**src/rtl/pdma_pkg.sv**
```systemverilog
package pdma_pkg;
  typedef enum logic [1:0] {
    SEL_ADDR  = 2'd0,
    SEL_CTRL  = 2'd1,
    SEL_LATCH = 2'd2,
    SEL_NONE  = 2'd3
  } reg_sel_e;

  typedef enum logic [1:0] {
    ST_IDLE = 2'd0,
    ST_REQ  = 2'd1,
    ST_AS   = 2'd2,
    ST_DS   = 2'd3
  } seq_st_e;

  localparam int CTRL_DIR_BIT = 0;
  localparam int CTRL_EN_BIT  = 1;
endpackage

```
**src/rtl/pdma_regs.sv**
```systemverilog
module pdma_regs
  import pdma_pkg::*;
#(
  parameter int BUS_W  = 32,
  parameter int LANE_W = 2
) (
  input  logic              clk,
  input  logic              rst_n,
  input  logic              reg_we,
  input  logic [1:0]        reg_sel,
  input  logic [BUS_W-1:0]  reg_wdata,
  input  logic              cyc_done,
  output logic [BUS_W-1:0]  ctr,
  output logic [LANE_W-1:0] start_lane,
  output logic              first,
  output logic              dir,
  output logic              en,
  output logic              addr_load,
  output logic              en_rise_m2p,
  output logic              en_clear
);
  reg_sel_e sel;
  logic     wr_ctrl;

  assign sel         = reg_sel_e'(reg_sel);
  assign addr_load   = reg_we && (sel == SEL_ADDR);
  assign wr_ctrl     = reg_we && (sel == SEL_CTRL);
  assign en_rise_m2p = wr_ctrl && reg_wdata[CTRL_EN_BIT] && reg_wdata[CTRL_DIR_BIT] && !en;
  assign en_clear    = wr_ctrl && !reg_wdata[CTRL_EN_BIT];

  always_ff @(posedge clk or negedge rst_n) begin
    if (!rst_n) begin
      ctr        <= '0;
      start_lane <= '0;
      first      <= 1'b1;
    end else if (addr_load) begin
      ctr        <= reg_wdata;
      start_lane <= reg_wdata[LANE_W-1:0];
      first      <= 1'b1;
    end else if (cyc_done) begin
      ctr   <= {ctr[BUS_W-1:LANE_W] + 1'b1, {LANE_W{1'b0}}};
      first <= 1'b0;
    end
  end

  always_ff @(posedge clk or negedge rst_n) begin
    if (!rst_n) begin
      dir <= 1'b0;
      en  <= 1'b0;
    end else if (wr_ctrl) begin
      dir <= reg_wdata[CTRL_DIR_BIT];
      en  <= reg_wdata[CTRL_EN_BIT];
    end
  end

  AST_FIRST_CLEARS: assert property (@(posedge clk) disable iff (!rst_n)
    (cyc_done && !addr_load) |=> !first);
endmodule

```
**src/rtl/pdma_pack.sv**
```systemverilog
module pdma_pack #(
  parameter int BUS_W  = 32,
  parameter int BYTE_W = 8,
  localparam int LANES  = BUS_W / BYTE_W,
  localparam int LANE_W = $clog2(LANES)
) (
  input  logic              clk,
  input  logic              rst_n,
  input  logic              en,
  input  logic              dir,
  input  logic              addr_load,
  input  logic [LANE_W-1:0] load_lane,
  input  logic              en_rise_m2p,
  input  logic              en_clear,
  input  logic              bus_idle,
  input  logic              cyc_done,
  input  logic [BUS_W-1:0]  m_rdata,
  input  logic              cpu_latch_we,
  input  logic [BUS_W-1:0]  cpu_wdata,
  input  logic              p_valid,
  input  logic [BYTE_W-1:0] p_wdata,
  output logic [BYTE_W-1:0] p_rdata,
  output logic              p_ready,
  output logic [BUS_W-1:0]  latch,
  output logic              rq
);
  localparam logic [LANE_W-1:0] LAST_LANE = LANE_W'(LANES - 1);

  logic [LANES-1:0][BYTE_W-1:0] lb;
  logic [LANE_W-1:0]            lane;
  logic [LANE_W-1:0]            slot;
  logic                         fire;
  logic                         last;

  assign p_ready = en && !rq && bus_idle;
  assign fire    = p_valid && p_ready;
  assign last    = (lane == LAST_LANE);
  assign slot    = LAST_LANE - lane;
  assign p_rdata = lb[slot];
  assign latch   = lb;

  always_ff @(posedge clk or negedge rst_n) begin
    if (!rst_n)         lane <= '0;
    else if (addr_load) lane <= load_lane;
    else if (fire)      lane <= lane + 1'b1;
  end

  always_ff @(posedge clk or negedge rst_n) begin
    if (!rst_n)              rq <= 1'b0;
    else if (en_clear)       rq <= 1'b0;
    else if (en_rise_m2p)    rq <= 1'b1;
    else if (cyc_done)       rq <= 1'b0;
    else if (fire && last)   rq <= 1'b1;
  end

  always_ff @(posedge clk or negedge rst_n) begin
    if (!rst_n) begin
      lb <= '0;
    end else if (cpu_latch_we) begin
      lb <= cpu_wdata;
    end else if (cyc_done && dir) begin
      lb <= m_rdata;
    end else if (fire && !dir) begin
      for (int k = 0; k < LANES; k++) begin
        if (slot == LANE_W'(k)) lb[k] <= p_wdata;
      end
    end
  end

  AST_RQ_ON_LAST: assert property (@(posedge clk) disable iff (!rst_n)
    (fire && last && !en_clear && !en_rise_m2p) |=> rq);
endmodule

```
**src/rtl/pdma_master.sv**
```systemverilog
module pdma_master
  import pdma_pkg::*;
(
  input  logic clk,
  input  logic rst_n,
  input  logic want,
  input  logic en,
  input  logic bg_in,
  input  logic bgack_in,
  input  logic m_ack,
  output logic br_out,
  output logic bgack_out,
  output logic bg_pass,
  output logic m_as,
  output logic m_ds,
  output logic cyc_done,
  output logic bus_idle
);
  seq_st_e st;

  assign cyc_done = (st == ST_DS) && m_ack;
  assign bus_idle = (st == ST_IDLE);
  assign bg_pass  = bg_in && !br_out && !bgack_out;

  always_ff @(posedge clk or negedge rst_n) begin
    if (!rst_n) begin
      st        <= ST_IDLE;
      br_out    <= 1'b0;
      bgack_out <= 1'b0;
      m_as      <= 1'b0;
      m_ds      <= 1'b0;
    end else begin
      unique case (st)
        ST_IDLE: if (want && !bgack_in) begin
          br_out <= 1'b1;
          st     <= ST_REQ;
        end
        ST_REQ: if (!en) begin
          br_out <= 1'b0;
          st     <= ST_IDLE;
        end else if (bg_in && !bgack_in && !m_ack) begin
          br_out    <= 1'b0;
          bgack_out <= 1'b1;
          m_as      <= 1'b1;
          st        <= ST_AS;
        end
        ST_AS: begin
          m_ds <= 1'b1;
          st   <= ST_DS;
        end
        ST_DS: if (m_ack) begin
          m_as      <= 1'b0;
          m_ds      <= 1'b0;
          bgack_out <= 1'b0;
          st        <= ST_IDLE;
        end
        default: st <= ST_IDLE;
      endcase
    end
  end

  AST_BR_FREE_BUS: assert property (@(posedge clk) disable iff (!rst_n)
    $rose(br_out) |-> !$past(bgack_in));
  AST_BR_DROPS: assert property (@(posedge clk) disable iff (!rst_n)
    bgack_out |-> !br_out);
  AST_PASS_BLOCKED: assert property (@(posedge clk) disable iff (!rst_n)
    bg_pass |-> (!br_out && !bgack_out));
  AST_GRANT_START: assert property (@(posedge clk) disable iff (!rst_n)
    $rose(bgack_out) |-> ($past(bg_in) && !$past(bgack_in) && !$past(m_ack)));
  AST_DS_AFTER_AS: assert property (@(posedge clk) disable iff (!rst_n)
    $rose(m_ds) |-> ($past(m_as) && m_as));
  AST_ACK_RELEASE: assert property (@(posedge clk) disable iff (!rst_n)
    (m_ds && m_ack) |=> (!m_as && !m_ds && !bgack_out));
endmodule

```
**src/rtl/pdma_bridge.sv**
```systemverilog
module pdma_bridge
  import pdma_pkg::*;
#(
  parameter int BUS_W  = 32,
  parameter int BYTE_W = 8,
  localparam int LANES  = BUS_W / BYTE_W,
  localparam int LANE_W = $clog2(LANES)
) (
  input  logic              clk,
  input  logic              rst_n,
  input  logic [1:0]        reg_sel,
  input  logic              reg_we,
  input  logic [BUS_W-1:0]  reg_wdata,
  output logic [BUS_W-1:0]  reg_rdata,
  input  logic              p_valid,
  input  logic [BYTE_W-1:0] p_wdata,
  output logic [BYTE_W-1:0] p_rdata,
  output logic              p_ready,
  output logic              br_out,
  input  logic              bg_in,
  input  logic              bgack_in,
  output logic              bgack_out,
  output logic              bg_pass,
  output logic [BUS_W-1:0]  m_addr,
  output logic [LANE_W-1:0] m_size,
  output logic              m_as,
  output logic              m_ds,
  output logic              m_we,
  output logic [BUS_W-1:0]  m_wdata,
  input  logic [BUS_W-1:0]  m_rdata,
  input  logic              m_ack
);
  logic [BUS_W-1:0]  ctr;
  logic [BUS_W-1:0]  latch;
  logic [LANE_W-1:0] start_lane;
  logic first, dir, en, addr_load, en_rise_m2p, en_clear;
  logic rq, cyc_done, bus_idle, cpu_latch_we;

  assign cpu_latch_we = reg_we && (reg_sel_e'(reg_sel) == SEL_LATCH);

  pdma_regs #(.BUS_W(BUS_W), .LANE_W(LANE_W)) u_regs (
    .clk(clk), .rst_n(rst_n), .reg_we(reg_we), .reg_sel(reg_sel),
    .reg_wdata(reg_wdata), .cyc_done(cyc_done), .ctr(ctr),
    .start_lane(start_lane), .first(first), .dir(dir), .en(en),
    .addr_load(addr_load), .en_rise_m2p(en_rise_m2p), .en_clear(en_clear)
  );

  pdma_pack #(.BUS_W(BUS_W), .BYTE_W(BYTE_W)) u_pack (
    .clk(clk), .rst_n(rst_n), .en(en), .dir(dir), .addr_load(addr_load),
    .load_lane(reg_wdata[LANE_W-1:0]), .en_rise_m2p(en_rise_m2p),
    .en_clear(en_clear), .bus_idle(bus_idle), .cyc_done(cyc_done),
    .m_rdata(m_rdata), .cpu_latch_we(cpu_latch_we), .cpu_wdata(reg_wdata),
    .p_valid(p_valid), .p_wdata(p_wdata), .p_rdata(p_rdata),
    .p_ready(p_ready), .latch(latch), .rq(rq)
  );

  pdma_master u_master (
    .clk(clk), .rst_n(rst_n), .want(rq && en), .en(en), .bg_in(bg_in),
    .bgack_in(bgack_in), .m_ack(m_ack), .br_out(br_out),
    .bgack_out(bgack_out), .bg_pass(bg_pass), .m_as(m_as), .m_ds(m_ds),
    .cyc_done(cyc_done), .bus_idle(bus_idle)
  );

  assign m_addr  = first ? ctr : {ctr[BUS_W-1:LANE_W], {LANE_W{1'b0}}};
  assign m_size  = first ? (~start_lane + 1'b1) : '0;
  assign m_we    = !dir;
  assign m_wdata = latch;

  always_comb begin
    unique case (reg_sel_e'(reg_sel))
      SEL_ADDR:  reg_rdata = ctr;
      SEL_CTRL:  reg_rdata = {{(BUS_W-2){1'b0}}, en, dir};
      SEL_LATCH: reg_rdata = latch;
      default:   reg_rdata = '0;
    endcase
  end

  AST_READY_OFF_BUS: assert property (@(posedge clk) disable iff (!rst_n)
    p_ready |-> (!m_as && !bgack_out && !br_out));
endmodule

```
**config.mk**
```make
export PLATFORM = sky130hd
export DESIGN_NAME = pdma_bridge
export DESIGN_NICKNAME = d
export VERILOG_FILES = /design/src/rtl/pdma_pkg.sv /design/src/rtl/pdma_regs.sv /design/src/rtl/pdma_pack.sv /design/src/rtl/pdma_master.sv /design/src/rtl/pdma_bridge.sv
export SDC_FILE = /design/constraint.sdc
export NUM_CORES = 1
export LEC_CHECK = 0
export CAP_MARGIN = 20
export CORE_MARGIN = 8
export CORE_UTILIZATION = 45
export DETAILED_ROUTE_END_ITERATION = 8
export HOLD_SLACK_MARGIN = 0.08
export PLACE_DENSITY = 0.83
export SLEW_MARGIN = 15
export SYNTH_ARGS = -nofsm -noshare
export SYNTH_HDL_FRONTEND = slang
export SYNTH_SLANG_ARGS = --single-unit
```
**constraint.sdc**
```tcl
create_clock -name clk -period 2.9 [get_ports clk]
set_input_delay 0.435 -clock clk [delete_from_list [all_inputs] [get_ports clk]]
set_output_delay 0.435 -clock clk [all_outputs]
set_load 0.01 [all_outputs]
```
==> results_dict.tcl <==
set metrics [dict create \
    ir_drop_uv 477.8 \
    cp-end-kind "register" \
    yosysWarnings 0 \
    grt_max_degree 78 \
    port_buffers 193 \
    area_delta_synth_final_pct 42.30 \
    root_buffer "clkbuf_16" \
    p_leak_nw 2.944 \
    fin_ws_ns 0.2761 \
    min_period_over_period_pct 90.48 \
    mostFrequentLayoutCells "191 x clkdlybuf4s50_1, 85 x nor2_1, 76 x dfrtp_1, 73 x nand2_1, 43 x a21oi_1" \
    layout_commonest_cell "clkdlybuf4s50_1" \
    cts.htree.levels 3 \
    drive_gt1_share_pct 11.23 \
    vias 5286 \
    ys.flop_type "dfrtp_1" \
    nets 829 \
    grt_pass1_vias 5605 \
    crit_type "reg2reg" \
    ys_seq_area_share_pct 37.66 \
    n_antenna_cell 0 \
    power_density_nw_per_um2 829.4 \
    start_util_pct 45.42 \
    holdCritPathClass "in2async" \
    cts_resized 0 \
    synthesis.instances 587 \
    die_h_um 122.7 \
    avgSynthCellArea_um2 8.722 \
    die_w_um 122.7 \
    crit_fanout 18 \
    synthArstFlopShare_pct 100.0 \
    syn_nets 673 \
    worstPathRequired_ns 3.16 \
    clock_skew_ns 0.009401 \
    core.rowCount 39 \
    cts_sinks 77 \
    max_slew_margin_pct 31.48 \
    antenna_found_initial 0 \
    overflow 0 \
    setup_tns_ns 0 \
    ys_ff_latch 77 \
    cts_hold_buf 0 \
    wl_per_cell_um 22.79 \
    rsz0062_at_grt "false" \
    fmax_mhz 381.1 \
    worst_pin_slew_ns 1.028 \
    die_area_um2 15050 \
    drcViolationCount 0 \
    grt_use_total_pct 27.15 \
    cts_setup_buffers 0 \
    ios 194 \
    period_needed_ns 2.624 \
    synthesis.area_um2 5120 \
    core_area_um2 11270 \
    ant_nets 0 \
    cts_buffers 9 \
    clock_latency_ns 0.34 \
    worstPathArrival_ns 2.88 \
    gp_congestion 0.8710 \
    setup_viol 0 \
    pre_cts_ws_ns 0.03659 \
    clk_pin_slew_ns 0.06 \
    cap_violations 0 \
    finalHoldViolCount 0 \
    ys_types 45 \
    drv_slew 0 \
    grt_pass1_wl_um 31420 \
    drtIter0Drc 410 \
    dr.pass1.iters 5 \
    wirelength_um 20310 \
    dp.final_hpwl_um 15720 \
    synth_edf_count 0 \
    viasPerCell 5.933 \
    status "finished, final reports clean" \
    cts_tree "built" \
    reg2reg_slack_ns 0.28 \
    startpoint_type "register" \
    cts.path.max_buffers 2 \
]
power by group:
| part | switching (W) | total [W] | internal [W] |
|---|---|---|---|
| Combinational | 0.00119 | 0.00286 | 0.00167 |
| Sequential | 0.000602 | 0.00205 | 0.00145 |
| Clock | 0.000450 | 0.00113 | 0.000685 |
| Total | 0.00224 | 0.00604 | 0.00380 |
cells by family after synthesis:
group                    synth area share [%]
adder cells (fa/ha/maj)                 1.222
AO/OA/AOI/OAI                           12.59
multiplexers                            17.23
flip-flops                              37.66
XOR/XNOR                                2.224
AND/OR/NAND/NOR                         20.67
buffers and inverters                   8.406
final timing paths:
check                                    start        endpoint  cells past startpoint
worst max-delay path            u_master.st[0]  u_regs.ctr[29]                      4
worst min-delay path                     rst_n  u_master.st[0]                      1
worst max register to register  u_master.st[0]  u_regs.ctr[29]                      4
worst min register to register    u_regs.first    u_regs.first                      2
max in group asynchronous                rst_n   u_regs.ctr[4]                      1
min in group clk                  u_regs.first    u_regs.first                      2
flip-flops by register name, summed over array words and instances (netlist names), named ones only:
register / cells
u_pack.latch: 32
u_regs.ctr: 32
u_pack.lane: 2
u_regs.start_lane: 2
u_master.br_out: 1
u_master.m_as: 1
u_master.m_ds: 1
u_master.st: 1
u_pack.rq: 1
u_regs.dir: 1
u_regs.en: 1
u_regs.first: 1
synthesized netlist by cell type, drive strengths merged (2+ instances only):
master | n | area, um^2
a21o | 4 | 30.03
a21oi | 43 | 215.2
a31oi | 22 | 137.6
and2 | 4 | 25.02
and3 | 3 | 18.77
and3b | 2 | 17.52
buf | 39 | 279.0
clkbuf | 30 | 113.9
dfrtp | 76 | 1902
ha | 5 | 62.56
inv | 10 | 37.54
mux2 | 33 | 371.6
mux2i | 33 | 330.3
mux4 | 8 | 180.2
nand2 | 73 | 274.0
nand3 | 8 | 40.04
nand3b | 2 | 15.01
nand4 | 12 | 81.33
nor2 | 85 | 319.1
nor2b | 2 | 12.51
nor3 | 3 | 15.01
nor3b | 2 | 15.01
nor4 | 3 | 18.77
o21ai | 26 | 130.1
o31ai | 11 | 82.58
or3 | 7 | 43.79
or4 | 16 | 120.1
xnor2 | 9 | 78.83
xor2 | 4 | 35.03
cell type report:
| type | instances | area, um^2 |
|---|---|---|
| fill | 942 | 3986 |
| multi-input combinational | 431 | 2766 |
| timing repair buffer | 214 | 2082 |
| sequential | 77 | 1928 |
| clock buffer | 11 | 242.7 |
| tap | 143 | 178.9 |
| clock inverter | 5 | 50.05 |
| inverter | 10 | 37.54 |
per-layer routing:
layer | routed length, um | up-vias | global-route usage (%) | share of wire [%]
met5 | 0 | - | 0 | 0
met4 | 578 | 0 | 11.04 | 2.8
met3 | 1667 | 43 | 5.934 | 8.2
met2 | 10220 | 265 | 46.65 | 50
met1 | 7837 | 2617 | 32.28 | 39
li1 | - | 2361 | - | -
metrics by stage:
stage / instances / total power [W] / cell area [um^2] / hold WS (ns) / util [%]
floorplan: 587 / 0.003229 / 5120 / 0.1394 / -
global placement: 875 / 0.004825 / 6993 / 0.4793 / 62.04
detailed placement: 875 / 0.004913 / 6993 / 0.4896 / 62.04
CTS: 891 / 0.006053 / 7286 / 0.3038 / 64.64
global route: 891 / 0.006331 / 7286 / 0.3398 / 64.64
finish: 891 / 0.006043 / 7286 / 0.2536 / 64.64
worst max-delay path, stage by stage, from the launching register on:
cell and delay, ns:
dfrtp_1 0.60, nand4_1 0.33, or4_1 0.84, or4b_1 0.59, a31oi_1 0.17
Note: power is estimated with default switching activity, not from simulation.
